--- src/rtl/regfile_pkg.sv ---
package regfile_pkg;

  localparam int DATA_W    = 8;
  localparam int ADDR_W    = 7;
  localparam int NUM_BANKS = 2;
  localparam int NUM_BANKED = 5;
  localparam int FLAG_CNT  = 3;

  localparam logic [ADDR_W-1:0] OFS_INDIRECT = 7'h00;
  localparam logic [ADDR_W-1:0] OFS_PCL      = 7'h02;
  localparam logic [ADDR_W-1:0] OFS_STATUS   = 7'h03;
  localparam logic [ADDR_W-1:0] OFS_PTR      = 7'h04;
  localparam logic [ADDR_W-1:0] OFS_PCHBUF   = 7'h0A;
  localparam logic [ADDR_W-1:0] OFS_INTCTL   = 7'h0B;

  localparam int ST_RP0 = 5;
  localparam int ST_TO  = 4;
  localparam int ST_PD  = 3;

  localparam logic [DATA_W-1:0] STATUS_RST = 8'h18;

  typedef enum logic [2:0] {
    SK_NONE   = 3'd0,
    SK_PCL    = 3'd1,
    SK_STATUS = 3'd2,
    SK_PTR    = 3'd3,
    SK_PCHBUF = 3'd4,
    SK_INTCTL = 3'd5,
    SK_BANKED = 3'd6,
    SK_GPR    = 3'd7
  } slotKind_e;

  typedef struct packed {
    logic              rdStrobe;
    logic              wrStrobe;
    slotKind_e         kind;
    logic              bank;
    logic [2:0]        bankIdx;
    logic [ADDR_W-1:0] gprIdx;
  } ctrlStrobes_t;

  // Maps a per-bank offset to its slot index; bit 3 flags a hit.
  function automatic logic [3:0] bankedSlot(input logic [ADDR_W-1:0] ofs);
    case (ofs)
      7'h01:   bankedSlot = 4'b1_000;
      7'h05:   bankedSlot = 4'b1_001;
      7'h06:   bankedSlot = 4'b1_010;
      7'h08:   bankedSlot = 4'b1_011;
      7'h09:   bankedSlot = 4'b1_100;
      default: bankedSlot = 4'b0_000;
    endcase
  endfunction

endpackage

--- src/rtl/regfile_ctrl.sv ---
module regfile_ctrl
  import regfile_pkg::*;
#(
  parameter int GPR_FIRST = 12,
  parameter int GPR_LAST  = 79
) (
  input  logic [ADDR_W-1:0] addr,
  input  logic              rdEn,
  input  logic              wrEn,
  input  logic              rp0,
  input  logic [DATA_W-1:0] ptr,
  output ctrlStrobes_t      strobes
);

  localparam logic [ADDR_W-1:0] GPR_LO = ADDR_W'(GPR_FIRST);
  localparam logic [ADDR_W-1:0] GPR_HI = ADDR_W'(GPR_LAST);

  logic              isIndirect;
  logic              effBank;
  logic [ADDR_W-1:0] effOfs;
  logic [3:0]        bankHit;

  always_comb begin
    isIndirect = (addr == OFS_INDIRECT);
    effBank    = isIndirect ? ptr[DATA_W-1] : rp0;
    effOfs     = isIndirect ? ptr[ADDR_W-1:0] : addr;
    bankHit    = bankedSlot(effOfs);

    strobes          = '0;
    strobes.rdStrobe = rdEn;
    strobes.wrStrobe = wrEn;
    strobes.bank     = effBank;
    strobes.kind     = SK_NONE;

    if (effOfs == OFS_PCL) begin
      strobes.kind = SK_PCL;
    end else if (effOfs == OFS_STATUS) begin
      strobes.kind = SK_STATUS;
    end else if (effOfs == OFS_PTR) begin
      strobes.kind = SK_PTR;
    end else if (effOfs == OFS_PCHBUF) begin
      strobes.kind = SK_PCHBUF;
    end else if (effOfs == OFS_INTCTL) begin
      strobes.kind = SK_INTCTL;
    end else if (bankHit[3]) begin
      strobes.kind    = SK_BANKED;
      strobes.bankIdx = bankHit[2:0];
    end else if (effOfs >= GPR_LO && effOfs <= GPR_HI) begin
      strobes.kind   = SK_GPR;
      strobes.gprIdx = effOfs - GPR_LO;
    end
  end

endmodule

--- src/rtl/regfile_dp.sv ---
module regfile_dp
  import regfile_pkg::*;
#(
  parameter int GPR_FIRST = 12,
  parameter int GPR_LAST  = 79,
  parameter int PCH_W     = 5
) (
  input  logic                clk,
  input  logic                rstN,
  input  ctrlStrobes_t        strobes,
  input  logic [DATA_W-1:0]   wrData,
  input  logic [FLAG_CNT-1:0] flagWe,
  input  logic [FLAG_CNT-1:0] flagVal,
  output logic [DATA_W-1:0]   rdData,
  output logic [DATA_W-1:0]   statusQ,
  output logic [DATA_W-1:0]   ptrQ
);

  localparam int GPR_DEPTH = GPR_LAST - GPR_FIRST + 1;
  localparam int GPR_AW    = $clog2(GPR_DEPTH);

  logic [DATA_W-1:0] pclQ;
  logic [PCH_W-1:0]  pchQ;
  logic [DATA_W-1:0] intQ;
  logic [DATA_W-1:0] bankedQ [NUM_BANKS][NUM_BANKED];
  logic [DATA_W-1:0] gprQ    [GPR_DEPTH];
  logic [DATA_W-1:0] statusNext;
  logic              doWrite;
  logic [GPR_AW-1:0] gprSel;

  assign doWrite = strobes.wrStrobe;
  assign gprSel  = strobes.gprIdx[GPR_AW-1:0];

  // Status: file write keeps TO/PD, then flag inputs override their bits.
  always_comb begin
    statusNext = statusQ;
    if (doWrite && strobes.kind == SK_STATUS) begin
      statusNext        = wrData;
      statusNext[ST_TO] = statusQ[ST_TO];
      statusNext[ST_PD] = statusQ[ST_PD];
    end
    for (int i = 0; i < FLAG_CNT; i++) begin
      if (flagWe[i]) statusNext[i] = flagVal[i];
    end
  end

  always_ff @(posedge clk or negedge rstN) begin
    if (!rstN) begin
      statusQ <= STATUS_RST;
      ptrQ    <= '0;
      pclQ    <= '0;
      pchQ    <= '0;
      intQ    <= '0;
    end else begin
      statusQ <= statusNext;
      if (doWrite && strobes.kind == SK_PTR)    ptrQ <= wrData;
      if (doWrite && strobes.kind == SK_PCL)    pclQ <= wrData;
      if (doWrite && strobes.kind == SK_PCHBUF) pchQ <= wrData[PCH_W-1:0];
      if (doWrite && strobes.kind == SK_INTCTL) intQ <= wrData;
    end
  end

  for (genvar b = 0; b < NUM_BANKS; b++) begin : g_bank
    for (genvar s = 0; s < NUM_BANKED; s++) begin : g_slot
      always_ff @(posedge clk or negedge rstN) begin
        if (!rstN) begin
          bankedQ[b][s] <= '0;
        end else if (doWrite && strobes.kind == SK_BANKED &&
                     strobes.bank == 1'(b) && strobes.bankIdx == 3'(s)) begin
          bankedQ[b][s] <= wrData;
        end
      end
    end
  end

  for (genvar g = 0; g < GPR_DEPTH; g++) begin : g_gpr
    always_ff @(posedge clk or negedge rstN) begin
      if (!rstN) begin
        gprQ[g] <= '0;
      end else if (doWrite && strobes.kind == SK_GPR && gprSel == GPR_AW'(g)) begin
        gprQ[g] <= wrData;
      end
    end
  end

  always_comb begin
    rdData = '0;
    if (strobes.rdStrobe) begin
      case (strobes.kind)
        SK_PCL:    rdData = pclQ;
        SK_STATUS: rdData = statusQ;
        SK_PTR:    rdData = ptrQ;
        SK_PCHBUF: rdData = {{(DATA_W-PCH_W){1'b0}}, pchQ};
        SK_INTCTL: rdData = intQ;
        SK_BANKED: rdData = bankedQ[strobes.bank][strobes.bankIdx];
        SK_GPR:    rdData = gprQ[gprSel];
        default:   rdData = '0;
      endcase
    end
  end

endmodule

--- src/rtl/bank_regfile.sv ---
module bank_regfile
  import regfile_pkg::*;
#(
  parameter int GPR_FIRST = 12,
  parameter int GPR_LAST  = 79,
  parameter int PCH_W     = 5
) (
  input  logic                clk,
  input  logic                rstN,
  input  logic [ADDR_W-1:0]   addr,
  input  logic                rdEn,
  input  logic                wrEn,
  input  logic [DATA_W-1:0]   wrData,
  input  logic [FLAG_CNT-1:0] flagWe,
  input  logic [FLAG_CNT-1:0] flagVal,
  output logic [DATA_W-1:0]   rdData,
  output logic                rp0,
  output logic [FLAG_CNT-1:0] statusFlags
);

  ctrlStrobes_t      strobes;
  logic [DATA_W-1:0] statusQ;
  logic [DATA_W-1:0] ptrQ;

  assign rp0         = statusQ[ST_RP0];
  assign statusFlags = statusQ[FLAG_CNT-1:0];

  regfile_ctrl #(
    .GPR_FIRST (GPR_FIRST),
    .GPR_LAST  (GPR_LAST)
  ) i_ctrl (
    .addr    (addr),
    .rdEn    (rdEn),
    .wrEn    (wrEn),
    .rp0     (rp0),
    .ptr     (ptrQ),
    .strobes (strobes)
  );

  regfile_dp #(
    .GPR_FIRST (GPR_FIRST),
    .GPR_LAST  (GPR_LAST),
    .PCH_W     (PCH_W)
  ) i_dp (
    .clk     (clk),
    .rstN    (rstN),
    .strobes (strobes),
    .wrData  (wrData),
    .flagWe  (flagWe),
    .flagVal (flagVal),
    .rdData  (rdData),
    .statusQ (statusQ),
    .ptrQ    (ptrQ)
  );

endmodule

--- config.mk ---
export PLATFORM = sky130hd
export DESIGN_NAME = bank_regfile
export DESIGN_NICKNAME = d
export VERILOG_FILES = /design/src/rtl/regfile_pkg.sv /design/src/rtl/regfile_ctrl.sv /design/src/rtl/regfile_dp.sv /design/src/rtl/bank_regfile.sv
export SDC_FILE = /design/constraint.sdc
export NUM_CORES = 1
export LEC_CHECK = 0
export ABC_AREA = 1
export BUFFER_PORTS_ARGS = -buffer_cell sky130_fd_sc_hd__buf_4
export CAP_MARGIN = 20
export CORE_MARGIN = 5
export CORE_UTILIZATION = 60
export DETAILED_ROUTE_END_ITERATION = 8
export PLACE_DENSITY = 0.76
export SYNTH_ARGS = -nofsm -noshare
export SYNTH_HDL_FRONTEND = slang
export SYNTH_SLANG_ARGS = --single-unit
--- constraint.sdc ---
create_clock -name clk -period 3.7 [get_ports clk]
set_clock_uncertainty 0.15 [all_clocks]
set_input_delay 0.37 -clock clk [delete_from_list [all_inputs] [get_ports clk]]
set_output_delay 0.37 -clock clk [all_outputs]
set_load 0.005 [all_outputs]
* After elaboration in Yosys (flattened, before gate mapping)
Index checks and enable logic that the tools add are counted.
** Word-level totals
- Register bits after elaboration :: 659
- Output and inout port bits :: 12
- Word-level logic and storage cells :: 311
** Cells by class
- $add $sub $neg :: 1
- Order comparisons :: 5
- Equal/unequal tests :: 88
- Multiplexer cells :: 33
- Bitwise gates (word level) :: 4
- Reduce and logical (&&, ||, !) cells :: 94
** Operator list (count)
- $eq A7 B6 Y1 const B :: 32
- $mux W40 :: 3
- $eq A7 B5 Y1 const B :: 16
- $logic_and A1 B1 Y1 :: 88
- $eq A7 B4 Y1 const B :: 12
- $bmux W8 S7 :: 1
- $pmux W8 S7 :: 1
- $mux W10 :: 5
- $eq A7 B3 Y1 const B :: 7
- $mux W8 :: 5
- $eq A7 B2 Y1 const B :: 4
- $eq A7 B7 Y1 const B :: 4
- $mux W3 :: 9
- $bmux W8 S3 :: 1
- $mux W7 :: 3
- $pmux W4 S5 :: 1
- $eq A3 B3 Y1 const B :: 5
- $eq A7 B1 Y1 const B :: 2
- $logic_not A7 Y1 :: 2
- $eq A3 B2 Y1 const B :: 4
- $ge A8 B8 Y1 const B :: 1
- $not A7 Y8 :: 1
- $ge A7 B4 Y1 const B :: 1
- $le A7 B7 Y1 const B :: 1
- other kinds (10) :: 16

* Logic depth before layout (Yosys ltp)
Gate-level depths: netlist of run 1.
- Depth in word-level cells :: 17
- Mapped depth :: 23
- Depth with buffers taken out :: 22

* Cells and area by module
Synthesis of run 1 repeated with hierarchy kept, for this count alone.
** Unflattened totals
- Cells, all modules :: 4217
- Area total of the unflattened synthesis :: 31596.6 um2
** By module, submodules not included
- regfile_dp :: times used 1, cells each 4087, area an instance 30887.1 um2, seq. area each 16490.8 um2
- regfile_ctrl :: times used 1, cells each 130, area an instance 709.4 um2, seq. area each 0.0 um2

* Worst setup path after synthesis of run 1
Ideal clock, no wire load.
- Kind :: input port to output port
- From :: input port addr[0]
- To :: output port rdData[5]
- Arrival time :: 2.596 ns
- Setup slack :: 0.584 ns
- Stages :: 20
- Path through :: nor2_1 -> nand2_1 -> nor2_4 -> nand2_1 -> nand2_1 -> nand2_2 -> nand3_2 -> nand2_4 -> nor2_2 -> nand2_2 -> inv_1 -> clkbuf_1 -> nand2_1 -> nand4_1 -> nand2_1 -> nand2_1 -> nand2_1 -> nor2_1 -> nand3_1 -> a21oi_1
** On the way
- Word-level cells in the longest chain between the ends :: 17
** RTL lines
- from (decl) :: line bank_regfile.sv:10 : input logic [ADDR_W-1:0] addr,
- $logic_not A7 Y1 :: line regfile_ctrl.sv:24 : isIndirect = (addr == OFS_INDIRECT);
- $mux W7 :: line regfile_ctrl.sv:26 : effOfs = isIndirect ? ptr[ADDR_W-1:0] : addr;
- $ge A7 B4 Y1 / $le A7 B7 Y1 (equally long branches) :: line regfile_ctrl.sv:48 : end else if (effOfs >= GPR_LO && effOfs <= GPR_HI) begin
- $logic_and A1 B1 Y1 :: line regfile_ctrl.sv:48
- $mux W7 :: line regfile_ctrl.sv:48
- $mux W7 :: line regfile_ctrl.sv:45 : end else if (bankHit[3]) begin
- $mux W10 :: line regfile_ctrl.sv:43 : end else if (effOfs == OFS_INTCTL) begin
- $mux W10 :: line regfile_ctrl.sv:41 : end else if (effOfs == OFS_PCHBUF) begin
- $mux W10 :: line regfile_ctrl.sv:39 : end else if (effOfs == OFS_PTR) begin
- $mux W10 :: line regfile_ctrl.sv:37 : end else if (effOfs == OFS_STATUS) begin
- $mux W10 :: line regfile_ctrl.sv:35 : if (effOfs == OFS_PCL) begin
- $not A7 Y8 (not written as such) :: line regfile_dp.sv:96 : SK_GPR: rdData = gprQ[gprSel];
- $bmux W8 S7 :: line regfile_dp.sv:96
- $mux W8 (not written as such) (2 in series) :: line regfile_dp.sv:96
- $pmux W8 S7 * :: line regfile_dp.sv:89 : case (strobes.kind)
- $mux W8 * :: line regfile_dp.sv:88 : if (strobes.rdStrobe) begin
- to (decl) :: line bank_regfile.sv:16 : output logic [DATA_W-1:0] rdData,
Mark *: on every way between the ends. The rest lies on a longest branch, timed or not. The select of a mux whose other input is x is not followed.

* Worst setup path in the final report of run 1
- From :: register i_dp.ptrQ[5]
- To :: output port rdData[5]
** On the way
- Word-level cells in the longest chain between the ends :: 16
** RTL lines
- from (decl) :: line regfile_dp.sv:16 : output logic [DATA_W-1:0] ptrQ
- from (signal assigned) :: line regfile_dp.sv:56 : if (doWrite && strobes.kind == SK_PTR) ptrQ <= wrData;
- $mux W7 :: line regfile_ctrl.sv:26
- $ge A7 B4 Y1 / $le A7 B7 Y1 (equally long branches) :: line regfile_ctrl.sv:48
- $logic_and A1 B1 Y1 :: line regfile_ctrl.sv:48
- $mux W7 :: line regfile_ctrl.sv:48
- $mux W7 :: line regfile_ctrl.sv:45
- $mux W10 :: line regfile_ctrl.sv:43
- $mux W10 :: line regfile_ctrl.sv:41
- $mux W10 :: line regfile_ctrl.sv:39
- $mux W10 :: line regfile_ctrl.sv:37
- $mux W10 :: line regfile_ctrl.sv:35
- $not A7 Y8 (not written as such) :: line regfile_dp.sv:96
- $bmux W8 S7 :: line regfile_dp.sv:96
- $mux W8 (not written as such) (2 in series) :: line regfile_dp.sv:96
- $pmux W8 S7 * :: line regfile_dp.sv:89
- $mux W8 * :: line regfile_dp.sv:88
Marks and branches as above.

==> impl_results.md, run 1 <==
* Status: finished, violations left
* Failing checks: negative setup slack
* Vias in the first global route at 28747
* CP required at 3.18 ns
* Lkg Pwr at 19.0 nW
* Hold Crit Class: input pin to flip-flop
* Port buffer count at 36
* Via count at 30351
* Final hold vios at 0
* Reg clk slew, reported paths at 0.06 ns
* Sink Count at 659
* Syn nets at 4290
* Fmax at 241 MHz
* Cell Count, Final, Fillers Out at 5172
* Final setup vio count at 8
* FF+latch count, synth at 659
* Num rows at 84
* Slew margin rel. at 42.6%
* Most frequent cells in the layout: nand2_1 (1594), o21ai_0 (702), dfrtp_1 (658)
* Final worst setup slack at -0.447 ns
* Drt drc at 0
* Placed cell areas at 0.0346 mm²
* Core footprint at 0.0528 mm²
* Tcrit/Tclk final at 112%
* GRT Util Overall at 34.6%
* Crit Path Category: flip-flop to output pin
* First drt pass iteration count at 6
* Distinct cells, synth at 42
* Clock Tree Buf Depth at 3
* Most frequently used flop master after synthesis: dfrtp_1
* CTS tree: yes
* Min Hold Slack at 0.126 ns
* CTS Buf Count at 70
* Post-synthesis sequential area ratio at 51.5%
* Nets@finish at 4458
* Starting Density at 60.7%
* Slew @ Worst Pin at 0.861 ns
* Routed Antenna Nets at 0
* WL per Instance at 19.6 µm
* Most common cell after layout, fill and taps aside: nand2_1
* Critical Path Start Type: flip-flop
* First-pass GRT wire length at 159000 µm
* Total gr overflow at 0
* ANT cells at 0
* Worst R2R Setup Slack at 0.21 ns
* I/O pin count at 37
* Die X at 241 µm
* Fraction of final layout cells sized beyond drive strength 1 at 15.6%
* Clk root buf: clkbuf_16
* Max Slew Vio Count at 0
* Power, Total at 19.1 mW
* Area growth from synthesis to final layout at 21.6%
* Area of the multi-input gates at 0.0136 mm²
* Post-route setup TNS at -2.61 ns
* Number of enable flip-flop cells after synthesis at 0
* Die area at 0.0581 mm²
* Power Density at 491 mW/mm²
* Mapped Avg Cell Area at 7.51 µm²
* Crit path time final at 4.15 ns
* Vias per cell at 5.87
* Initial antenna violation count at 0
* Mapped Cells at 4265
* VDD IR-drop max at 452 µV
* Register area at 0.0165 mm²
* Overall die height at 241 µm
* GP Congestion at 1.02
* Number of fill cells at 3865
* Async SR Flop Fraction at 100%
* Crit path arrival time at 3.63 ns
* Post-route cell area at 0.0389 mm²
* Mapped Area at 0.0320 mm²
* Worst setup EP type: output pin
* CP Max Fanout at 7
* Cell count after placement at 4969
* Ys Warns at 0
* Worst-Skew Late Latency at 0.61 ns
* H-tree Lvls at 3
* Pre-CTS setup slack at -0.381 ns
* Dpl hpwl at 61000 µm
* DRT Wirelength at 101000 µm
* First DRT Iteration DRCs at 3528
* Final core occ at 73.8%
* Unrepaired setup endpoints after global routing: true
* Largest net degree at the start of global routing at 136
* Maxcap violations at 0
per-layer routing:
metal / track usage [%] / part of all wire (%)
met4: 16.8 / 5.5
met3: 6.72 / 9.8
met2: 53.2 / 45
met5: 0 / 0
met1: 47.8 / 40
path summary, 6_finish.rpt:
check                                     from              end  cells after the start
worst max-delay path              i_dp.ptrQ[5]        rdData[5]                     20
worst min-delay path                      wrEn     i_dp.pchQ[4]                      4
worst max register to register    i_dp.ptrQ[5]  i_dp.statusQ[1]                     14
worst min register to register  i_dp.gprQ[115]   i_dp.gprQ[115]                      2
max in group asynchronous                 rstN   i_dp.gprQ[163]                      4
min in group asynchronous                 rstN   i_dp.gprQ[320]                      2
report_power, final:
| group | leakage, nW | switching, mW | total [mW] | internal, mW |
|---|---|---|---|---|
| Sequential | 8.81 | 0.362 | 8.27 | 7.91 |
| Clock | 1.19 | 2.96 | 7.33 | 4.37 |
| Combinational | 9.00 | 2.17 | 3.50 | 1.33 |
synth_stat cells (13+ instances only):
library cell	count	area [µm²]
a21oi_1	45	225
a22oi_1	13	97.6
buf_1	16	60.1
buf_2	34	170
clkbuf_1	214	803
dfrtp_1	659	16500
inv_1	396	1490
inv_2	16	60.1
nand2_1	1674	6280
nand3_1	39	195
nand4_1	79	494
nor2_1	117	439
nor2_2	13	81.3
o211ai_1	28	210
o21a_1	17	128
o21ai_0	728	3640
o21ai_1	100	500
logic make-up (layout without fill, tap and decap cells):
kind of cell	count (synthesis)	after routing	synth area share [%]
compound gates	942	942	15.3
xor+xnor	1	1	0.0274
simple gates	1978	1978	24.9
mux	1	1	0.0313
flops	659	659	51.5
buf+inv	684	903	8.23
flip-flops by register name (all words and copies together) (netlist names):
signal and count:
i_dp.gprQ 544, i_dp.bankedQ 80, i_dp.intQ 8, i_dp.pclQ 8, i_dp.ptrQ 8, i_dp.statusQ 6
i_dp.pchQ 5
critical path: stages, from the launching register on:
cell and delay [ns]:
dfrtp_1 0.43, a21oi_2 0.22, nand2_2 0.12, nand2_4 0.11, nand3_4 0.14, buf_12 0.20, nand2_8 0.07, buf_12 0.13
buf_12 0.13, buf_6 0.09, nor2_1 0.03, nand3b_1 0.18, nand2_2 0.11, nand2_4 0.07, nor2_4 0.14, nor2_1 0.06
nor2_1 0.21, buf_4 0.18, nand3_4 0.09, a21oi_2 0.17, buf_4 0.14
layout make-up:
class                   instances  share of cell area [%]
multi-input cells            2922                    34.8
flip-flops and latches        659                    42.4
inverters                     414                    4.02
clock inverters                25                   0.778
well taps                     688                    2.21
clock buffers                  98                    5.38
repair buffers                366                    10.4
what timing repair did:
item                                    4_1_cts  5_1_grt
setup buffers                                41       11
pin swaps                                   106       59
endpoints found under the hold margin       126        0
endpoints found under the setup margin        8       10
hold buffers                                 17        0
cloned                                       14        3
resized for setup                           210       78
Power figures use the tool's default switching activity.
==> inputs of run 2 (changes only) <==
CORE_UTILIZATION = 50   (was 60)
PLACE_DENSITY = 0.65   (was 0.76)
==> run 2 against run 1 <==
  * Die area increased by 19%
  * The flow still finishes with violations (negative setup slack)
  * Non-clock buffer count fell by 14
  * Register-to-register slack lost 0.10 ns
  * Critical path depth fell by 2
  * Highest routed layer unchanged
  * Count of clock-buffer cells in the layout grew 12
  * Critical endpoint is now rdData[4]
  * Worst setup slack better by 0.18 ns
  * Sequential power about the same
==> impl_results.md, run 2 (synthesis gave the netlist of run 1 again) <==
* Status: finished, violations left
* Failing checks: negative setup slack
* Most frequent CP cell: buf_12
* Worst-Skew Late Latency at 0.61 ns
* Power Density at 499 mW/mm²
* Nets@finish at 4448
* Final hold vios at 0
* Die area at 0.0692 mm²
* Num rows at 92
* First DRT Iteration DRCs at 3015
* ANT cells at 0
* I/O pin count at 37
* CP Max Fanout at 6
* Number of fill cells at 5784
* Worst setup EP type: output pin
* Lkg Pwr at 18.9 nW
* Largest Register: i_dp.gprQ
* Final worst setup slack at -0.265 ns
* Most common cell after layout, fill and taps aside: nand2_1
* Core footprint at 0.0632 mm²
* Final core occ at 61.1%
* VDD IR-drop max at 362 µV
* GRT Util Overall at 28.9%
* Cell count after placement at 5131
* Register area at 0.0165 mm²
* Port buffer count at 36
* Hold Crit Class: input pin to flip-flop
* CTS tree: yes
* Crit Path Category: flip-flop to output pin
* Dpl hpwl at 65300 µm
* Most frequent cells in the layout: nand2_1 (1620), o21ai_0 (711), dfrtp_1 (659)
* Vias per cell at 5.45
* Largest net degree at the start of global routing at 109
* Cell Count, Final, Fillers Out at 5328
* Crit path max-delay cell type: dfrtp_1
* Drt drc at 0
* Max Slew Vio Count at 0
* CP peak stage delay at 0.42 ns
* WL per Instance at 19.1 µm
* Reg clk slew, reported paths at 0.06 ns
* Slew margin rel. at 35.4%
* Biggest regs: i_dp.gprQ: 544 flops, i_dp.bankedQ: 80 flops
* Area growth from synthesis to final layout at 20.7%
* Total gr overflow at 0
* First-pass GRT wire length at 160000 µm
* First drt pass iteration count at 5
* Die X at 263 µm
* DRT Wirelength at 102000 µm
* CTS Buf Count at 74
* Routed Antenna Nets at 0
* Starting Density at 50.7%
* Clock Tree Buf Depth at 3
* Unrepaired setup endpoints after global routing: true
* Fraction of final layout cells sized beyond drive strength 1 at 14.3%
* Maxcap violations at 0
* Worst R2R Setup Slack at 0.11 ns
* Vias in the first global route at 27985
* Area of the multi-input gates at 0.0133 mm²
* CP required at 3.18 ns
* Fmax at 252 MHz
* Tcrit/Tclk final at 107%
* Largest register FFs at 544
* Crit path arrival time at 3.44 ns
* Critical path cell sequence: a21oi_4 -> buf_6 -> nand3_4 -> nand3_4 -> buf_12 -> buf_12 -> nand2_4 -> buf_8 -> buf_12 -> o211ai_1 -> nand2_1 -> nand2_2 -> nor2_2 -> nor2_2 -> nor2_1 -> nand2_1 -> a21oi_2 -> buf_4
* Via count at 29024
* Final setup vio count at 8
* Initial antenna violation count at 0
* GP Congestion at 0.989
* Overall die height at 263 µm
* Critical Path Start Type: flip-flop
* Clk root buf: clkbuf_16
* Slew @ Worst Pin at 0.967 ns
* Crit path time final at 3.96 ns
* H-tree Lvls at 3
* Sink Count at 659
[run 2: cell count changes in the layout (fill, tap and decap cells not counted), sizes merged]
cell / change
inv: -2
clkinvlp: +2
bufbuf: +2
buf: -14
clkbuf: +10
[run 2: report_power, final]
group	internal [mW]	switching, mW	leakage (nW)
Combinational	1.25	2.09	8.80
Clock	4.64	3.03	1.25
Sequential	7.91	0.354	8.81
[run 2: worst paths after layout]
path	end	start	cells after the start
max	rdData[4]	i_dp.ptrQ[4]	18
min	i_dp.statusQ[7]	wrEn	3
max reg2reg	i_dp.statusQ[1]	i_dp.ptrQ[0]	13
min reg2reg	i_dp.gprQ[113]	i_dp.gprQ[113]	2
max in group asynchronous	i_dp.bankedQ[39]	rstN	3
min in group asynchronous	i_dp.gprQ[531]	rstN	2
[run 2: final cells by class]
cell class	count	share of cell area (%)
Sequential cell	659	42.7
Multi-Input combinational cell	2922	34.5
Timing Repair Buffer	352	9.44
Clock buffer	110	5.83
Inverter	414	4.04
Tap cell	846	2.74
Clock inverter	25	0.764
[run 2: metrics by stage]
| stage | setup WS, ns | hold WS (ns) | setup TNS [ns] | cell area [µm²] | total power, mW |
|---|---|---|---|---|---|
| detailed placement | -0.606 | 0.251 | -4.92 | 34700 | 11.4 |
| global route | -0.382 | 0.188 | -2.74 | 38600 | 20.1 |
| global placement | -0.535 | 0.248 | -2.60 | 34700 | 11.3 |
| finish | -0.265 | 0.160 | -1.73 | 38600 | 19.3 |
| floorplan | 0.584 | -0.0756 | 0 | 32000 | 10.1 |
| CTS | -0.239 | 0.131 | -1.64 | 38400 | 19.3 |
[run 2: what timing repair did]
action,4_1_cts,5_1_grt
endpoints found under the hold margin,108,0
resized for setup,119,57
gates cloned,14,1
pin swaps,57,50
setup buffers,28,4
setup endpoints to repair,8,10
hold buffers,17,0
[run 2: worst max-delay path, delay by kind of cell (launching register included)]
family / cells / cell delay [ns]
compound gates: 3 / 0.64
simple gates: 9 / 0.85
flops: 1 / 0.42
buf+inv: 6 / 0.90
[run 2: routing by layer]
| metal | GRT usage, % | share of wire, % | vias to the layer above |
|---|---|---|---|
| met5 | 0 | 0 | - |
| li1 | - | - | 13843 |
| met3 | 5.12 | 7.6 | 243 |
| met2 | 45.5 | 45 | 1089 |
| met4 | 11.1 | 4.1 | 0 |
| met1 | 40.3 | 43 | 13849 |
